[src/rtl/refdiv_pkg.sv]
package refdiv_pkg;

   typedef enum logic [2:0] {
      MODE_DETECT   = 3'd0,
      MODE_RELEASED = 3'd1,
      MODE_TEST_REF = 3'd2,
      MODE_TEST_FB  = 3'd3,
      MODE_ILLEGAL  = 3'd4
   } pin_mode_e;

   function automatic pin_mode_e decode_mode(input logic test_en,
                                             input logic release_en,
                                             input logic pol_pos);
      pin_mode_e m;
      if (test_en) begin
         if (!release_en)  m = MODE_ILLEGAL;
         else if (pol_pos) m = MODE_TEST_FB;
         else              m = MODE_TEST_REF;
      end else begin
         m = release_en ? MODE_RELEASED : MODE_DETECT;
      end
      return m;
   endfunction

endpackage

[src/rtl/refdiv_counter.sv]
module refdiv_counter #(
   parameter int RATIO_W   = 10,
   parameter int MIN_RATIO = 2,
   parameter int DEF_RATIO = 4
) (
   input  logic               clk,
   input  logic               rst_n,
   input  logic [RATIO_W-1:0] ratio_in,
   output logic               tc_pulse,
   output logic               ratio_err
);

   localparam logic [RATIO_W-1:0] MIN_V = RATIO_W'(MIN_RATIO);
   localparam logic [RATIO_W-1:0] DEF_V = RATIO_W'(DEF_RATIO);
   localparam logic [RATIO_W-1:0] ONE_V = RATIO_W'(1);

   logic [RATIO_W-1:0] active_q;
   logic [RATIO_W-1:0] count_q;
   logic               err_q;
   logic               at_tc;
   logic               req_ok;

   assign at_tc  = (count_q == '0);
   assign req_ok = (ratio_in >= MIN_V);

   always_ff @(posedge clk) begin
      if (!rst_n) begin
         active_q <= DEF_V;
         count_q  <= DEF_V - ONE_V;
         err_q    <= 1'b0;
      end else begin
         err_q <= !req_ok;
         if (at_tc) begin
            if (req_ok) begin
               active_q <= ratio_in;
               count_q  <= ratio_in - ONE_V;
            end else begin
               count_q  <= active_q - ONE_V;
            end
         end else begin
            count_q <= count_q - ONE_V;
         end
      end
   end

   assign tc_pulse  = at_tc;
   assign ratio_err = err_q;

   assert_count_below_ratio_R1: assert property (@(posedge clk) disable iff (!rst_n)
      count_q < active_q);

   assert_single_cycle_pulse_R1: assert property (@(posedge clk) disable iff (!rst_n)
      at_tc |=> !at_tc);

   assert_active_ratio_legal_R3: assert property (@(posedge clk) disable iff (!rst_n)
      active_q >= MIN_V);

   assert_ratio_change_at_tc_R4: assert property (@(posedge clk) disable iff (!rst_n)
      !at_tc |=> $stable(active_q));

endmodule

[src/rtl/refdiv_pfd.sv]
module refdiv_pfd (
   input  logic clk,
   input  logic rst_n,
   input  logic clear,
   input  logic ref_ev,
   input  logic fb_ev,
   output logic lead_ref,
   output logic lead_fb
);

   logic up_q, dn_q;
   logic up_n, dn_n;

   assign up_n = up_q | ref_ev;
   assign dn_n = dn_q | fb_ev;

   always_ff @(posedge clk) begin
      if (!rst_n || clear) begin
         up_q <= 1'b0;
         dn_q <= 1'b0;
      end else if (up_n && dn_n) begin
         up_q <= 1'b0;
         dn_q <= 1'b0;
      end else begin
         up_q <= up_n;
         dn_q <= dn_n;
      end
   end

   assign lead_ref = up_q;
   assign lead_fb  = dn_q;

   assert_leads_exclusive_R5: assert property (@(posedge clk) disable iff (!rst_n)
      !(up_q && dn_q));

   assert_ref_sets_lead_R5: assert property (@(posedge clk) disable iff (!rst_n)
      (ref_ev && !fb_ev && !dn_q && !clear) |=> up_q);

   assert_clear_empties_R7: assert property (@(posedge clk) disable iff (!rst_n)
      clear |=> (!up_q && !dn_q));

endmodule

[src/rtl/refdiv_steer.sv]
module refdiv_steer
   import refdiv_pkg::*;
#(
   parameter bit OUT_REG = 1'b0
) (
   input  logic      clk,
   input  logic      rst_n,
   input  pin_mode_e mode,
   input  logic      lead_ref,
   input  logic      lead_fb,
   input  logic      ref_ev,
   input  logic      fb_ev,
   output logic      pump_up,
   output logic      pump_dn,
   output logic      pump_oe,
   input  logic      swap
);

   logic up_c, dn_c, oe_c;

   always_comb begin
      up_c = 1'b0;
      dn_c = 1'b0;
      oe_c = 1'b0;
      unique case (mode)
         MODE_DETECT: begin
            oe_c = 1'b1;
            up_c = swap ? lead_fb  : lead_ref;
            dn_c = swap ? lead_ref : lead_fb;
         end
         MODE_TEST_REF: begin
            oe_c = 1'b1;
            up_c = ref_ev;
         end
         MODE_TEST_FB: begin
            oe_c = 1'b1;
            up_c = fb_ev;
         end
         default: begin
            oe_c = 1'b0;
         end
      endcase
   end

   generate
      if (OUT_REG) begin : g_reg
         logic up_r, dn_r, oe_r;
         always_ff @(posedge clk) begin
            if (!rst_n) begin
               up_r <= 1'b0;
               dn_r <= 1'b0;
               oe_r <= 1'b0;
            end else begin
               up_r <= up_c;
               dn_r <= dn_c;
               oe_r <= oe_c;
            end
         end
         assign pump_up = up_r;
         assign pump_dn = dn_r;
         assign pump_oe = oe_r;
      end else begin : g_comb
         assign pump_up = up_c;
         assign pump_dn = dn_c;
         assign pump_oe = oe_c;

         assert_test_dn_idle_R8: assert property (@(posedge clk) disable iff (!rst_n)
            (mode == MODE_TEST_REF || mode == MODE_TEST_FB) |-> (!pump_dn && pump_oe));

         assert_illegal_released_R9: assert property (@(posedge clk) disable iff (!rst_n)
            (mode == MODE_ILLEGAL) |-> !pump_oe);
      end
   endgenerate

   assert_released_quiet_R7: assert property (@(posedge clk) disable iff (!rst_n)
      !pump_oe |-> (!pump_up && !pump_dn));

endmodule

[src/rtl/refdiv_pfd_steer.sv]
module refdiv_pfd_steer
   import refdiv_pkg::*;
#(
   parameter int RATIO_W   = 10,
   parameter int MIN_RATIO = 2,
   parameter int DEF_RATIO = 4,
   parameter bit OUT_REG   = 1'b0
) (
   input  logic               clk,
   input  logic               rst_n,
   input  logic               fb_pulse,
   input  logic [RATIO_W-1:0] ratio,
   input  logic               pin_release,
   input  logic               pol_positive,
   input  logic               test_steer,
   output logic               ref_pulse,
   output logic               pump_up,
   output logic               pump_dn,
   output logic               pump_oe,
   output logic               ratio_err
);

   localparam int MAX_RATIO = (1 << RATIO_W) - 1;

   initial begin
      assert (RATIO_W >= 2) else $error("RATIO_W must be at least 2");
      assert (MIN_RATIO >= 2) else $error("MIN_RATIO must be at least 2");
      assert (DEF_RATIO >= MIN_RATIO && DEF_RATIO <= MAX_RATIO)
         else $error("DEF_RATIO outside accepted range");
   end

   pin_mode_e mode;
   logic      tc;
   logic      lead_ref, lead_fb;
   logic      pfd_clear;

   assign mode      = decode_mode(test_steer, pin_release, pol_positive);
   assign pfd_clear = (mode != MODE_DETECT);

   refdiv_counter #(
      .RATIO_W  (RATIO_W),
      .MIN_RATIO(MIN_RATIO),
      .DEF_RATIO(DEF_RATIO)
   ) u_div (
      .clk      (clk),
      .rst_n    (rst_n),
      .ratio_in (ratio),
      .tc_pulse (tc),
      .ratio_err(ratio_err)
   );

   refdiv_pfd u_pfd (
      .clk     (clk),
      .rst_n   (rst_n),
      .clear   (pfd_clear),
      .ref_ev  (tc),
      .fb_ev   (fb_pulse),
      .lead_ref(lead_ref),
      .lead_fb (lead_fb)
   );

   refdiv_steer #(
      .OUT_REG(OUT_REG)
   ) u_steer (
      .clk     (clk),
      .rst_n   (rst_n),
      .mode    (mode),
      .lead_ref(lead_ref),
      .lead_fb (lead_fb),
      .ref_ev  (tc),
      .fb_ev   (fb_pulse),
      .pump_up (pump_up),
      .pump_dn (pump_dn),
      .pump_oe (pump_oe),
      .swap    (!pol_positive)
   );

   assign ref_pulse = tc;

   assert_never_both_requests_R5: assert property (@(posedge clk) disable iff (!rst_n)
      !(pump_up && pump_dn));

endmodule

[config.mk]
export PLATFORM = sky130hd
export DESIGN_NAME = refdiv_pfd_steer
export DESIGN_NICKNAME = d
export VERILOG_FILES = /design/src/rtl/refdiv_pkg.sv /design/src/rtl/refdiv_counter.sv /design/src/rtl/refdiv_pfd.sv /design/src/rtl/refdiv_steer.sv /design/src/rtl/refdiv_pfd_steer.sv
export SDC_FILE = /design/constraint.sdc
export NUM_CORES = 1
export LEC_CHECK = 0
export BUFFER_PORTS_ARGS = -buffer_cell sky130_fd_sc_hd__buf_2
export CAP_MARGIN = 20
export CORE_UTILIZATION = 62
export CTS_BUF_LIST = sky130_fd_sc_hd__clkbuf_4
export DETAILED_ROUTE_END_ITERATION = 10
export HOLD_SLACK_MARGIN = 0.15
export PLACE_DENSITY = 0.86
export REMOVE_ABC_BUFFERS = 1
export SLEW_MARGIN = 20
export SYNTH_ARGS = -nofsm -noshare
export SYNTH_HDL_FRONTEND = slang
export SYNTH_SLANG_ARGS = --single-unit
[constraint.sdc]
create_clock -name clk -period 6.25 [get_ports clk]
set_input_delay 0.9375 -clock clk [delete_from_list [all_inputs] [get_ports clk]]
set_output_delay 0.9375 -clock clk [all_outputs]
set_load 0.1 [all_outputs]
==> metrics.md <==
| Metric | Value |
|---|---|
| FMAX | `~270 MHz` |
| Max Root-Sink Buffers | `2` |
| DRC | `0` |
| Wire per inst | `around 16 µm` |
| Tmin final | `roughly 3.7 ns` |
| H-tree depth | `1` |
| Endpoints failing setup | `0` |
| Final core utilization | `0.745` |
| Die Wd | `about 49 µm` |
| Clock-pin slew of the registers on the worst-case setup and hold paths | `0.12 ns` |
| Synth Area per Inst | `8.77 µm²` |
| CP cell instances | `nor4_4 -> nand3_2 -> inv_2 -> mux2i_1 -> nor3b_1 -> a21oi_1 -> nor2_1 -> buf_2` |
| WHS Path Cells | `1` |
| Routed WL | `about 3100 µm` |
| Worst skew pair latency | `0.31 ns` |
| Post-Syn Area | `around 0.0014 mm²` |
| Measured slew at the worst slew-check pin | `approximately 0.65 ns` |
| Setup CP Type | `flip-flop to output pin` |
| Required @ worst endpoint | `5.31 ns` |
| CTS Sinks | `23` |
| Grt ovf | `0` |
| Ys Warns | `0` |
| CP Capture Type | `output pin` |
| PnR worst setup slack | `about 2.6 ns` |
| Sequential area share after synthesis | `0.341` |
| Routed via count | `1263` |
| Share of layout cells above drive strength 1 | `0.213` |
| Final GP Congestion | `about 0.9` |
| Area leader, netlist | `dfxtp_1` |
| Final nets | `just under 200` |
| Global-route wire length before repair | `between 5000 and 6000 µm` |
| Largest cells by area after synthesis | `dfxtp_1 34%, a21oi_1 6.7%, nor4_4 6.3%` |
| Fillers | `approximately 160` |
| Pre-CTS setup slack | `~3 ns` |
| Post-Synthesis Cells | `154` |
| Max-slew violation count | `0` |
| GRT Total Usage | `0.288` |
| Post_cts resized | `0` |
| Worst EP arrival | `about 2.7 ns` |
| Final period utilization | `0.585` |
| Status | `complete, no violations` |
| Largest net degree at the start of global routing | `21` |
| Synthesized flop and latch total | `23` |
| Max VDD drop | `~170 µV` |
| Post-CTS Setup Inserts | `0` |
| Share of the synthesized area in the top cell type | `0.341` |
| Clock Skews | `between 0.005 and 0.006 ns` |
| Worst R2R Path Depth | `7` |
| Vias in the first global route | `about 1200` |
| Hold Vio Cnt, Final | `0` |
| Die Area | `about 0.0024 mm²` |
| Hold buffers post-CTS | `0` |
| Drt via density | `roughly 6.3` |
| Hold WC Path Type | `flip-flop to flip-flop` |
| TritonCTS buffer count | `3` |
| Slowest stage delay, CP | `0.42 ns` |
| Clock Tree Root | `clkbuf_4` |
| Chip height | `approximately 49 µm` |
| Max_cap viols | `0` |
| Antenna violations before repair | `0` |
| DR iter-0 viols | `49` |
| DRT antenna net count | `0` |
| # rows | `16` |
| Leak pwr | `approximately 0.56 nW` |
| IO buf count | `20` |
| RSZ-0062 raised after global routing | `false` |
| Critical Path Fanout Max | `20` |
| Number of detailed-route iterations in the first pass | `4` |
| IO Count | `21` |
| Max-slew headroom | `0.565` |
| Core area | `0.00200 mm²` |
| Library cells used by synthesis | `41` |
| Worst Setup Start Kind | `flip-flop` |
| CP max stage cell | `buf_2` |
| Post-DP HPWL | `approximately 2400 µm` |
| CTS tree | `yes` |
| Layout area overhead | `10.5%` |
| Starting Density | `0.674` |
| N_diodes | `0` |
| Post-Route Setup TNS | `0 ns` |
| Power Density | `approximately 240 mW/mm²` |
-- cell usage after synthesis --
cell type  instances
a2111o_1           1
a2111oi_4          1
a211o_4            1
a21oi_1           18
a21oi_4            1
a31o_1             1
a31oi_1            5
a41o_1             2
a41oi_1            6
and3_1             1
buf_6              1
clkbuf_1           3
clkinv_1           1
dfxtp_1           23
ha_1               4
inv_1              5
inv_2              2
mux2_2             1
mux2i_1            2
nand2_1           15
nand3_1            1
nand3_2            1
nand4_1            3
nor2_1            14
nor2b_1            1
nor3_1             3
nor3_2             1
nor3b_1            2
nor4_1             3
nor4_4             4
nor4b_1            1
o2111ai_1          1
o211ai_1           1
o21ai_0            5
o21ai_1            7
o21bai_1           4
o21bai_2           1
o31ai_1            1
or3_1              1
or4_1              2
xnor2_1            3
-- registers in the layout, indices dropped and copies added (netlist names) --
| name | flops |
|---|---|
| u_div.active_q | 10 |
| u_div.count_q | 10 |
| u_div.ratio_err | 1 |
| u_pfd.lead_fb | 1 |
| u_pfd.lead_ref | 1 |
-- critical path, delay by kind of cell, from the launching register on --
kind            cells  cell delay, ns
compound gates      1            0.06
buf+inv             2            0.77
flops               1            0.40
mux                 1            0.13
simple gates        4            1.05
-- layout make-up --
type                    count  area (µm²)  share of cell area
multi-input cells         119         837               0.561
clock buffers               4        30.0              0.0201
inverters                   8        30.0              0.0201
flip-flops and latches     23         460               0.309
well taps                  27        33.8              0.0227
repair buffers             20         100              0.0671
-- cell families (layout without fill, tap and decap cells) --
kind of cell | after synthesis | count (layout) | synth area share
adders and majority gates | 4 | 4 | 0.0371
buffers and inverters | 12 | 32 | 0.0389
AOI/OAI and AO/OA | 56 | 56 | 0.297
xor gates and xnor gates | 3 | 3 | 0.0195
DFF | 23 | 23 | 0.341
and+or+nand+nor | 53 | 53 | 0.244
muxes | 3 | 3 | 0.0232
-- per-stage QoR --
| step | hold slack, ns | instances | cell area, µm² | total power, mW |
|---|---|---|---|---|
| after detailed placement | 0.474 | 197 | 1460 | 0.286 |
| after global placement | 0.460 | 197 | 1460 | 0.281 |
| after CTS | 0.490 | 201 | 1490 | 0.358 |
| after global routing | 0.522 | 201 | 1490 | 0.377 |
| final | 0.490 | 201 | 1490 | 0.359 |
| after floorplan | 0.437 | 150 | 1330 | 0.257 |
-- per-layer routing --
layer	global-route usage	wire [µm]	vias to the layer above
li1	-	-	623
met1	0.375	1430	582
met2	0.468	1510	54
met3	0.0377	174	4
met4	0.142	31	0
met5	0	0	-
-- placed cells by master (no fill, tap or decap), types with 5 or more instances in the layout --
cell type,netlist,final
buf_2,0,20
nand2_1,15,15
nor2_1,14,14
dfxtp_1,23,23
a21oi_1,18,18
o21ai_0,5,5
o21ai_1,7,7
a31oi_1,5,5
a41oi_1,6,6
inv_1,5,5
-- final timing paths --
| path | from | to | slack [ns] |
|---|---|---|---|
| worst min-delay path | u_pfd.lead_fb$_SDFF_PP0_ | u_pfd.lead_ref$_SDFF_PP0_ | 0.49 |
| worst min register to register | u_pfd.lead_fb$_SDFF_PP0_ | u_pfd.lead_ref$_SDFF_PP0_ | 0.49 |
| worst max-delay path | u_div.count_q[0]$_SDFF_PN1_ | pump_up | 2.59 |
| worst max register to register | u_div.count_q[0]$_SDFF_PN1_ | u_div.count_q[9]$_SDFF_PN0_ | 3.63 |
-- power breakdown --
part,switching [mW],internal [mW],leakage [nW],total (mW)
clock,0.0437,0.0293,0.0184,0.0730
sequential,0.0112,0.158,0.187,0.169
combinational,0.0745,0.0419,0.350,0.116
total,0.129,0.229,0.555,0.359
(Power assumes the default switching activity.)
